==> src/rtl/edge_rx_pkg.sv <==
// Package: shared lane indices and gate state type for the edge-pulse receiver.
// Assumes: lane 0 carries turn-on pulses, lane 1 carries turn-off pulses.
package edge_rx_pkg;
    localparam int LANES    = 2;
    localparam int LANE_ON  = 0;
    localparam int LANE_OFF = 1;

    typedef enum logic {
        GATE_OFF = 1'b0,
        GATE_ON  = 1'b1
    } gate_state_e;
endpackage

==> src/rtl/edge_rx_qualify.sv <==
// Module: edge_rx_qualify
// Checks one sliced pulse line against a minimum width. A saturating counter
// counts consecutive high samples. qual is high for exactly one cycle: the
// cycle in which the MIN_WIDTH-th consecutive high sample is present.
// Assumes: din is synchronous to clk and MIN_WIDTH >= 1.
module edge_rx_qualify #(
    parameter int MIN_WIDTH = 10,
    parameter int CNT_W     = $clog2(MIN_WIDTH + 1)
) (
    input  logic clk,
    input  logic rst_n,
    input  logic din,
    output logic qual
);
    localparam logic [CNT_W-1:0] CNT_SAT  = CNT_W'(MIN_WIDTH);
    localparam logic [CNT_W-1:0] CNT_LAST = CNT_W'(MIN_WIDTH - 1);

    logic [CNT_W-1:0] run_cnt;

    // Count consecutive high samples, clear on low, hold at saturation.
    always_ff @(posedge clk) begin
        if (!rst_n) begin
            run_cnt <= '0;
        end else if (!din) begin
            run_cnt <= '0;
        end else if (run_cnt != CNT_SAT) begin
            run_cnt <= run_cnt + 1'b1;
        end
    end

    // Flag the single cycle in which the width requirement is met.
    always_comb begin
        qual = din && (run_cnt == CNT_LAST);
    end
endmodule

==> src/rtl/edge_rx_state.sv <==
// Module: edge_rx_state
// Holds the reconstructed gate level and produces the cycle strobes.
// OFF wins when both qualify events coincide. Redundant events are ignored.
// Assumes: on_evt and off_evt are single-cycle qualify flags.
module edge_rx_state
    import edge_rx_pkg::*;
(
    input  logic clk,
    input  logic rst_n,
    input  logic on_evt,
    input  logic off_evt,
    output logic gate_q,
    output logic gate_qn,
    output logic start_stb,
    output logic end_stb
);
    gate_state_e state_q;
    gate_state_e state_d;
    logic        go_on;
    logic        go_off;

    // Decide the next level: turn-off has priority, repeats do nothing.
    always_comb begin
        go_off  = off_evt && (state_q == GATE_ON);
        go_on   = on_evt && !off_evt && (state_q == GATE_OFF);
        state_d = state_q;
        if (off_evt) begin
            state_d = GATE_OFF;
        end else if (go_on) begin
            state_d = GATE_ON;
        end
    end

    // Register the level, its complement and the transition strobes.
    always_ff @(posedge clk) begin
        if (!rst_n) begin
            state_q   <= GATE_OFF;
            gate_qn   <= 1'b1;
            start_stb <= 1'b0;
            end_stb   <= 1'b0;
        end else begin
            state_q   <= state_d;
            gate_qn   <= (state_d == GATE_OFF);
            start_stb <= go_on;
            end_stb   <= go_off;
        end
    end

    // Present the held state as a plain level.
    always_comb begin
        gate_q = (state_q == GATE_ON);
    end
endmodule

==> src/rtl/edge_pwm_rx.sv <==
// Module: edge_pwm_rx (top)
// Rebuilds a PWM gate command from separate turn-on and turn-off edge pulse
// lines. Each line is width-qualified, then a state holder keeps the level.
// Assumes: both inputs are already sliced and synchronous to clk.
module edge_pwm_rx
    import edge_rx_pkg::*;
#(
    parameter int MIN_WIDTH = 10
) (
    input  logic clk,
    input  logic rst_n,
    input  logic on_pulse,
    input  logic off_pulse,
    output logic gate_cmd,
    output logic gate_cmd_n,
    output logic cycle_start,
    output logic cycle_end
);
    localparam int CNT_W = $clog2(MIN_WIDTH + 1);

    logic [LANES-1:0] lane_raw;
    logic [LANES-1:0] lane_qual;
    logic             pos_qual;
    logic             neg_qual;

    // Gather the two input lines into lane order.
    always_comb begin
        lane_raw[LANE_ON]  = on_pulse;
        lane_raw[LANE_OFF] = off_pulse;
    end

    // One width qualifier per input line.
    for (genvar g = 0; g < LANES; g++) begin : g_lane
        edge_rx_qualify #(
            .MIN_WIDTH (MIN_WIDTH),
            .CNT_W     (CNT_W)
        ) u_qual (
            .clk   (clk),
            .rst_n (rst_n),
            .din   (lane_raw[g]),
            .qual  (lane_qual[g])
        );
    end

    // Name the qualify events for the state holder and the checker.
    always_comb begin
        pos_qual = lane_qual[LANE_ON];
        neg_qual = lane_qual[LANE_OFF];
    end

    edge_rx_state u_state (
        .clk       (clk),
        .rst_n     (rst_n),
        .on_evt    (pos_qual),
        .off_evt   (neg_qual),
        .gate_q    (gate_cmd),
        .gate_qn   (gate_cmd_n),
        .start_stb (cycle_start),
        .end_stb   (cycle_end)
    );
endmodule

==> config.mk <==
export PLATFORM = sky130hd
export DESIGN_NAME = edge_pwm_rx
export DESIGN_NICKNAME = d
export VERILOG_FILES = /design/src/rtl/edge_rx_pkg.sv /design/src/rtl/edge_rx_qualify.sv /design/src/rtl/edge_rx_state.sv /design/src/rtl/edge_pwm_rx.sv
export SDC_FILE = /design/constraint.sdc
export NUM_CORES = 1
export LEC_CHECK = 0
export ABC_AREA = 1
export BUFFER_PORTS_ARGS = -buffer_cell sky130_fd_sc_hd__buf_2
export CAP_MARGIN = 20
export CORE_UTILIZATION = 45
export CTS_BUF_LIST = sky130_fd_sc_hd__clkbuf_8
export CTS_CLUSTER_SIZE = 20
export DETAILED_ROUTE_END_ITERATION = 7
export RECOVER_POWER = 50
export REMOVE_ABC_BUFFERS = 1
export SYNTH_ARGS = -nofsm -noshare
export SYNTH_HDL_FRONTEND = slang
export SYNTH_SLANG_ARGS = --single-unit
==> constraint.sdc <==
create_clock -name clk -period 1.2 [get_ports clk]
set_input_delay 0.06 -clock clk [delete_from_list [all_inputs] [get_ports clk]]
set_output_delay 0.06 -clock clk [all_outputs]
set_load 0.005 [all_outputs]
==> results.cfg, run 1 <==
[status]
run_status = finished, final reports clean

[yosys]
post_synth.cell_area_avg_um2 = 7.60
area_share_of_xor_xnor_cells_in_the_synthesized_design_pct = 2.99
synth_compound_gate_area_share_pct = 2.56
simple_logic_cell_fraction_of_the_synthesized_area_pct = 32.9
synth.top_cell.area_share_pct = 41.0
postSynthRegisterBits = 12
post-synth-top-area-cell = sky130_fd_sc_hd__dfxtp_1
muxShareOfSynthArea_pct = 0
synth.yosys.seq_area_share_pct = 41.0
netlist_instances = 77
synth_area_um2 = 586
yosys.area_share.adder_pct = 12.8
largest_family_of_logic_cells_by_synthesized_area = simple AND/OR/NAND/NOR gates
yosysUniqueCellTypes = 14
synth_area_leaders = sky130_fd_sc_hd__dfxtp_1, sky130_fd_sc_hd__ha_1, sky130_fd_sc_hd__nand2_1
yosysWarningCount = 0

[timing]
max_transition_viols_final = 0
setup_tns_ns = 0
worst_clk_skew_ns = 0.00236
setup_viol_count_final = 0
tightest_slew_ns = 0.221
final.min_clock_period_ns = 1.07
finalHoldViolations = 0
fmaxAchievable_mhz = 937
relSlewSlack_pct = 85.2
worst_slack_ns = 0.133
setup_repair_after_global_routing_missed_its_margin = no
min_period_over_period_pct = 88.9

[worst_setup_path]
r2r_slack_ns = 0.13
critical_path_cell_by_cell = clkbuf_1 > ha_1 > xor2_1 > nand2_1 > nor2_1
worst_path_max_stage_delay_ns = 0.36
end_kind = flip-flop
critical_path.startpoint_type = flip-flop
crit_arrival_ns = 1.24
worstPathBufferInverterCount = 1
worstSetupPathType = flip-flop to flip-flop
cpMaxStageDelayCell = sky130_fd_sc_hd__dfxtp_1
crit_path_max_fanout = 4
required_ns = 1.37
cpLargestDelayFamily = flip-flops

[placement]
preCtsSetupSlack_ns = 0.103
place.gp.congestion = 0.775
dpl-instance-area_um2 = 646
buffer_ports.inserted = 7
place.detailed.hpwl_um = 688

[pwr]
power.static_leakage_uw = 0.000321
power.density_cell_area_nw_per_um2 = 1280
design_power_total_uw = 884
vdd.ir_drop.worst_mv = 0.919

[grt]
grt_pass1_wl_um = 1610
antenna_found_initial = 0
globalRouteMet2Util_pct = 23.7
grt_usage_pct = 16.7
grt_max_degree = 8
grt_overflow = 0
grt.met1_usage_pct = 20.4
vias_in_the_first_global_route = 414
use_met3_pct = 10.5
top_usage_layer = met2

[floorplanning]
full_die_area_um2 = 1450
dieHeight_um = 38.1
placeableCoreArea_um2 = 1160
die_x_um = 38.1
core.rowCount = 12
start_util_pct = 50.6
design.portCount = 8

[layout]
area_growth_syn_to_layout_pct = 18.2
fin_nets = 100
post-route-cell-area_um2 = 692
count_of_inserted_antenna_diode_cells = 0
drive_above_1_share_pct = 18.0
final_common_cell = sky130_fd_sc_hd__nand2_1
layout.cells.most_common_list = sky130_fd_sc_hd__nand2_1, sky130_fd_sc_hd__nor2_1, sky130_fd_sc_hd__dfxtp_1

[worst_hold_path]
min_path_type = primary input to flip-flop

[cts]
clk_latency_worst_skew_pair_ns = 0.24
cts_tree = built
postCtsHoldBufs = 0
number_of_clock_buffers_inserted_by_tritoncts = 3
ctsHtreeMaxLevel = 1
clk_transition_reported_paths_ns = 0.05
cts.path.max_buffers = 2
num_clock_sinks = 12
buffers_inserted_during_post_cts_setup_optimization = 0
cts-root-buf = sky130_fd_sc_hd__clkbuf_8

[route]
drc = 0
drt.antenna.violating_nets = 0
drt_pre_antenna_iters = 4
detailedRoute.firstIterationViolations = 7
viasPerCell = 4.69
route.final.wire_length_um = 924
number_of_vias_in_the_routed_layout = 483
routed_length_per_instance_um = 8.97

[job]
maxCapViolCount = 0
registers in the layout (all words and copies together), names as in the netlist:
signal / cells
u_state.end_stb: 1
u_state.gate_q: 1
g_lane.u_qual.run_cnt: 8
u_state.start_stb: 1
u_state.gate_qn: 1
routing by layer:
| layer | wire, um | part of all wire (%) |
|---|---|---|
| met5 | 0 | 0 |
| met4 | 11 | 1.2 |
| met3 | 77 | 8.3 |
| met2 | 363 | 39 |
| met1 | 472 | 51 |
worst register-to-register path: cells and delay by family (launching register included):
family,cells,cell delay (ns)
simple gates,2,0.13
buf+inv,1,0.19
flops,1,0.36
xor+xnor,1,0.14
fa+ha+maj,1,0.19
synth_stat cells:
master	instances
sky130_fd_sc_hd__nand4_1	5
sky130_fd_sc_hd__nand3_1	4
sky130_fd_sc_hd__o21ai_0	1
sky130_fd_sc_hd__nand4_2	1
sky130_fd_sc_hd__a21oi_1	2
sky130_fd_sc_hd__nor2_2	1
sky130_fd_sc_hd__nand3_2	1
sky130_fd_sc_hd__nand2_1	19
sky130_fd_sc_hd__inv_2	2
sky130_fd_sc_hd__nor2_1	11
sky130_fd_sc_hd__xor2_1	2
sky130_fd_sc_hd__dfxtp_1	12
sky130_fd_sc_hd__inv_1	10
sky130_fd_sc_hd__ha_1	6
stage by stage:
stage / hold WS [ns] / instances / util [%]
5_1_grt: 0.0492 / 103 / 59.8
2_1_floorplan: 0.144 / 77 / -
4_1_cts: 0.0508 / 103 / 60.6
6_report: 0.0564 / 103 / 59.8
3_5_place_dp: 0.299 / 99 / 55.8
3_3_place_gp: 0.291 / 99 / 55.8
final timing paths:
| check | startpoint | end | cells past startpoint |
|---|---|---|---|
| setup / recovery | g_lane[0].u_qual.run_cnt[0]$_SDFFE_PN0P_ | g_lane[0].u_qual.run_cnt[2]$_SDFFE_PN0P_ | 5 |
| hold / removal | rst_n | u_state.gate_qn$_SDFF_PN1_ | 2 |
| setup reg to reg | g_lane[0].u_qual.run_cnt[0]$_SDFFE_PN0P_ | g_lane[0].u_qual.run_cnt[2]$_SDFFE_PN0P_ | 5 |
| hold reg to reg | u_state.gate_q$_SDFF_PN0_ | u_state.end_stb$_SDFF_PN0_ | 2 |
power by group:
group	switching (uW)	leakage (uW)	internal (uW)
Combinational	25.9	0.000194	17.3
Sequential	8.45	0.0000976	406
Clock	137	0.0000288	289
Total	172	0.000321	712
area by class of cell:
class / count / area, um2
clock buffers: 4 / 55.1
well taps: 14 / 17.5
fillers: 108 / 464
flip-flops and latches: 12 / 241
repair buffers: 8 / 38.8
inverters: 12 / 45.0
multi-input cells: 53 / 294
timing repair:
item	4_1_cts	5_1_grt
gates resized for setup	0	1
endpoints found under the hold margin	0	0
endpoints found under the setup margin	0	1
cell families (layout without fill, tap and decap cells):
kind of cell / Yosys count / in the layout
xor+xnor: 2 / 2
buf+inv: 12 / 24
flops: 12 / 12
compound gates: 3 / 3
simple gates: 42 / 42
fa+ha+maj: 6 / 6
Power figures use the tool's default switching activity.
==> run 2, diff against run 1 <==
CORE_AREA = 2 2 39 41   (was not set)
CORE_UTILIZATION = not set   (was 45)
DIE_AREA = 0 0 41 43   (was not set)
==> results.cfg, run 2 (synthesized netlist as in run 1, its figures left out) <==
[route]
drt_pre_antenna_iters = 4
route.final.wire_length_um = 1020
drt.antenna.violating_nets = 0
drc = 0
viasPerCell = 4.83
detailedRoute.firstIterationViolations = 7
number_of_vias_in_the_routed_layout = 502
routed_length_per_instance_um = 9.77

[pwr]
power.static_leakage_uw = 0.000307
power.density_cell_area_nw_per_um2 = 1210
vdd.ir_drop.worst_mv = 0.599

[grt]
globalRouteMet2Util_pct = 22.8
vias_in_the_first_global_route = 461
antenna_found_initial = 0
use_met3_pct = 4.71
grt_usage_pct = 15.4
top_usage_layer = met2
grt_max_degree = 7
grt_overflow = 0
grt.met1_usage_pct = 16.3
grt_pass1_wl_um = 1750

[layout]
layout.cells.most_common_list = sky130_fd_sc_hd__nand2_1, sky130_fd_sc_hd__dfxtp_1, sky130_fd_sc_hd__nor2_1
drive_above_1_share_pct = 13.6
final.fill_count = 137
final_common_cell = sky130_fd_sc_hd__nand2_1
fin_util_pct = 49.1
largest_register_ffs = 8
largest-register = g_lane.u_qual.run_cnt
area_growth_syn_to_layout_pct = 16.0
fin_nets = 100
count_of_inserted_antenna_diode_cells = 0

[floorplanning]
placeableCoreArea_um2 = 1380
design.portCount = 8
full_die_area_um2 = 1760
core.rowCount = 14
dieHeight_um = 43
die_x_um = 41
start_util_pct = 42.3

[worst_setup_path]
critical_path_cell_by_cell = inv_1 > ha_1 > nand3_2 > nand2_1 > nand2_1 > nor2_2
worstSetupPathType = flip-flop to flip-flop
cpMaxStageDelayCell = sky130_fd_sc_hd__dfxtp_1
cpLargestDelayFamily = flip-flops
r2r_end = g_lane[1].u_qual.run_cnt[0]$_SDFFE_PN0P_
worst_path_max_stage_delay_ns = 0.42
required_ns = 1.33
regToRegStartpoint = g_lane[1].u_qual.run_cnt[0]$_SDFFE_PN0P_
crit_path_max_fanout = 6
worstPathBufferInverterCount = 1
end_kind = flip-flop
crit_arrival_ns = 1.25
worst_r2r_path_cells = 6
critical_path.startpoint_type = flip-flop
cp_num_cells = 6
r2r_slack_ns = 0.08
critical-path-top-cell-by-count = sky130_fd_sc_hd__nand2_1

[timing]
worst_clk_skew_ns = 0.00127
setup_repair_after_global_routing_missed_its_margin = no
setup_tns_ns = 0
worst_slack_ns = 0.0830
relSlewSlack_pct = 84.6
fmaxAchievable_mhz = 895
finalHoldViolations = 0
min_period_over_period_pct = 93.1
tightest_slew_ns = 0.230
setup_viol_count_final = 0
max_transition_viols_final = 0
final.min_clock_period_ns = 1.12

[placement]
place.gp.congestion = 0.796
place.detailed.hpwl_um = 753
preCtsSetupSlack_ns = 0.111
buffer_ports.inserted = 7

[cts]
cts.path.max_buffers = 2
num_clock_sinks = 12
clk_latency_worst_skew_pair_ns = 0.24
number_of_clock_buffers_inserted_by_tritoncts = 3
cts_tree = built
postCtsHoldBufs = 0
cts-root-buf = sky130_fd_sc_hd__clkbuf_8
clk_transition_reported_paths_ns = 0.05
buffers_inserted_during_post_cts_setup_optimization = 0
ctsHtreeMaxLevel = 1
cts_resized = 0

[worst_hold_path]
hold_path_depth = 2
min_path_type = primary input to flip-flop
hold_path_start = rst_n
whs_endpoint = u_state.gate_qn$_SDFF_PN1_

[job]
maxCapViolCount = 0

[status]
run_status = finished, final reports clean
## run 2: cell count changes in the layout (fill, tap and decap cells not counted)
cell / previous run / this run
sky130_fd_sc_hd__buf_2: 7 / 4
sky130_fd_sc_hd__clkbuf_1: 1 / 3
sky130_fd_sc_hd__buf_4: 0 / 1
sky130_fd_sc_hd__clkbuf_8: 4 / 3
sky130_fd_sc_hd__dfxtp_1: 11 / 12
sky130_fd_sc_hd__dfxtp_2: 1 / 0
## run 2: where the power goes
| part | total, uW | leakage (uW) | switching, uW | internal, uW |
|---|---|---|---|---|
| Combinational | 45.4 | 0.000188 | 26.8 | 18.7 |
| Sequential | 415 | 0.0000973 | 8.70 | 406 |
| Clock | 362 | 0.0000216 | 141 | 221 |
| Total | 822 | 0.000307 | 176 | 645 |
## run 2: cell type report
cell class	instances	area [um2]	area share [%]
Multi-Input combinational cell	53	294	43.3
Sequential cell	12	240	35.4
Clock buffer	3	41.3	6.08
Timing Repair Buffer	8	38.8	5.71
Inverter	12	45.0	6.63
Tap cell	16	20.0	2.95
## run 2: per-stage QoR
step	std cells	hold WS, ns	total power (uW)	cell area, um2
after global placement	101	0.298	468	648
after floorplan	77	0.144	450	586
final	104	0.0549	822	679
after detailed placement	101	0.299	469	648
after global routing	104	0.0540	864	679
after CTS	104	0.0498	839	689
## run 2: per-layer routing
layer | vias to the layer above | wire length, um
met3 | 4 | 45
met2 | 12 | 440
met4 | 0 | 30
met5 | - | 0
li1 | 265 | -
met1 | 221 | 499
## run 2: worst max path at each step
stage / startpoint / to / slack, ns
floorplan: g_lane[0].u_qual.run_cnt[0]$_SDFFE_PN0P_ / g_lane[0].u_qual.run_cnt[0]$_SDFFE_PN0P_ / 0.17
global placement: g_lane[1].u_qual.run_cnt[0]$_SDFFE_PN0P_ / g_lane[1].u_qual.run_cnt[0]$_SDFFE_PN0P_ / 0.13
detailed placement: g_lane[1].u_qual.run_cnt[0]$_SDFFE_PN0P_ / g_lane[1].u_qual.run_cnt[0]$_SDFFE_PN0P_ / 0.11
CTS: g_lane[1].u_qual.run_cnt[0]$_SDFFE_PN0P_ / g_lane[1].u_qual.run_cnt[0]$_SDFFE_PN0P_ / 0.1
global route: g_lane[1].u_qual.run_cnt[0]$_SDFFE_PN0P_ / g_lane[1].u_qual.run_cnt[0]$_SDFFE_PN0P_ / 0.005
finish: g_lane[1].u_qual.run_cnt[0]$_SDFFE_PN0P_ / g_lane[1].u_qual.run_cnt[0]$_SDFFE_PN0P_ / 0.08
==> run 3, diff against run 2 <==
CORE_AREA = not set   (was 2 2 39 41)
CORE_UTILIZATION = 25   (was not set)
DIE_AREA = not set   (was 0 0 41 43)
HOLD_SLACK_MARGIN = 0.12   (was not set)
==> results.cfg, run 3 (synthesized netlist as in run 1, its figures left out) <==
[status]
run_status = finished, violations left
violations = DRC

[grt]
grt_usage_pct = 10.1
grt_overflow = 0
vias_in_the_first_global_route = 474
antenna_found_initial = 0
grt_max_degree = 8
grt_pass1_wl_um = 1950

[timing]
setup_viol_count_final = 0
final.min_clock_period_ns = 1.07
finalHoldViolations = 0
worst_clk_skew_ns = 0.00393
tightest_slew_ns = 0.228
min_period_over_period_pct = 88.9
fmaxAchievable_mhz = 937
setup_tns_ns = 0
timing.hold.ws_ns = 0.155
setup_repair_after_global_routing_missed_its_margin = no
max_transition_viols_final = 0
relSlewSlack_pct = 84.8
worst_slack_ns = 0.133

[placement]
dpl-instance-area_um2 = 663
preCtsSetupSlack_ns = 0.0746
place.gp.congestion = 0.694
buffer_ports.inserted = 7
place.detailed.hpwl_um = 776

[route]
drt_pre_antenna_iters = 6
routed_length_per_instance_um = 9.01
drc = 1
viasPerCell = 4.09
number_of_vias_in_the_routed_layout = 483
detailedRoute.firstIterationViolations = 9
route.final.wire_length_um = 1060
drt.antenna.violating_nets = 0

[worst_hold_path]
min_path_type = primary input to flip-flop
whs_endpoint = g_lane[0].u_qual.run_cnt[0]$_SDFFE_PN0P_
hold_path_depth = 3
hold_path_start = on_pulse

[pwr]
power.static_leakage_uw = 0.000316
power.density_cell_area_nw_per_um2 = 1260
vdd.ir_drop.worst_mv = 0.528

[job]
maxCapViolCount = 0

[worst_setup_path]
r2r_slack_ns = 0.13
worstSetupPathType = flip-flop to flip-flop
critical_path.startpoint_type = flip-flop
required_ns = 1.34
end_kind = flip-flop
crit_arrival_ns = 1.20
r2r_end = g_lane[0].u_qual.run_cnt[1]$_SDFFE_PN0P_
worst_r2r_path_cells = 4
crit_path_max_fanout = 6
regToRegStartpoint = g_lane[0].u_qual.run_cnt[1]$_SDFFE_PN0P_

[floorplanning]
placeableCoreArea_um2 = 2210
design.portCount = 8
full_die_area_um2 = 2540
core.rowCount = 17
die_x_um = 50.4
dieHeight_um = 50.4
start_util_pct = 26.5

[layout]
post-route-cell-area_um2 = 718
largest_register_ffs = 8
layout.cells.most_common_list = sky130_fd_sc_hd__nand2_1, sky130_fd_sc_hd__nor2_1, sky130_fd_sc_hd__dfxtp_1
largest-register = g_lane.u_qual.run_cnt
final_common_cell = sky130_fd_sc_hd__nand2_1
area_growth_syn_to_layout_pct = 22.6
fin_nets = 101
count_of_inserted_antenna_diode_cells = 0
drive_above_1_share_pct = 14.4

[cts]
cts.path.max_buffers = 2
cts-root-buf = sky130_fd_sc_hd__clkbuf_8
number_of_clock_buffers_inserted_by_tritoncts = 3
clk_transition_reported_paths_ns = 0.06
clk_latency_worst_skew_pair_ns = 0.24
num_clock_sinks = 12
cts_tree = built
ctsHtreeMaxLevel = 1
buffers_inserted_during_post_cts_setup_optimization = 0
[run 3: cell count changes in the layout (fill, tap and decap cells not counted), sizes merged]
cell / before / now
clkbuf: 6 / 8
dlygate4sd3: 0 / 1
buf: 5 / 4
[run 3: worst max-delay path, cell delays in order, from the launching register on]
cell                      delay, ns
sky130_fd_sc_hd__dfxtp_1       0.43
sky130_fd_sc_hd__ha_1          0.21
sky130_fd_sc_hd__nand3_1       0.14
sky130_fd_sc_hd__nor2_1        0.13
sky130_fd_sc_hd__nor2_1        0.05
[run 3: power breakdown]
group	internal, uW	switching, uW
Combinational	20.4	27.4
Sequential	406	8.84
Clock	290	152
Total	716	188
[run 3: area by class of cell]
cell class | instances | area [um2]
fill | 248 | 1490
multi-input combinational | 53 | 294
sequential | 12 | 241
clock buffer | 4 | 55.1
timing repair buffer | 9 | 47.5
inverter | 12 | 45.0
tap | 28 | 35.0
[run 3: how the worst max path moves through the flow]
stage	start	end	slack, ns	cells past startpoint
floorplan	g_lane[0].u_qual.run_cnt[0]$_SDFFE_PN0P_	g_lane[0].u_qual.run_cnt[0]$_SDFFE_PN0P_	0.17	6
global placement	g_lane[0].u_qual.run_cnt[0]$_SDFFE_PN0P_	g_lane[0].u_qual.run_cnt[0]$_SDFFE_PN0P_	0.13	6
detailed placement	g_lane[0].u_qual.run_cnt[0]$_SDFFE_PN0P_	g_lane[0].u_qual.run_cnt[0]$_SDFFE_PN0P_	0.07	6
CTS	g_lane[0].u_qual.run_cnt[0]$_SDFFE_PN0P_	g_lane[0].u_qual.run_cnt[0]$_SDFFE_PN0P_	0.07	6
global route	g_lane[1].u_qual.run_cnt[1]$_SDFFE_PN0P_	u_state.start_stb$_SDFF_PN0_	0.03	5
finish	g_lane[0].u_qual.run_cnt[1]$_SDFFE_PN0P_	g_lane[0].u_qual.run_cnt[1]$_SDFFE_PN0P_	0.13	4
[run 3: per-layer routing]
layer  routed length, um  up-vias  track usage [%]
met1                 548      211             12.4
met3                  15        0             2.12
met4                   0        0             4.17
met2                 499        4             16.9
met5                   0        -                0
li1                    -      268                -
[run 3: timing repair]
| action | in CTS | in global routing |
|---|---|---|
| setup endpoints to repair | 0 | 2 |
| hold buffers | 1 | 0 |
| hold endpoints to repair | 2 | 0 |
| resized for setup | 0 | 1 |
[run 3: through the flow]
step	util, %	instances	total power, uW
global route	32.5	118	952
global placement	30.0	113	467
finish	32.5	118	904
CTS	32.9	118	914
detailed placement	30.0	113	469
floorplan	-	77	450
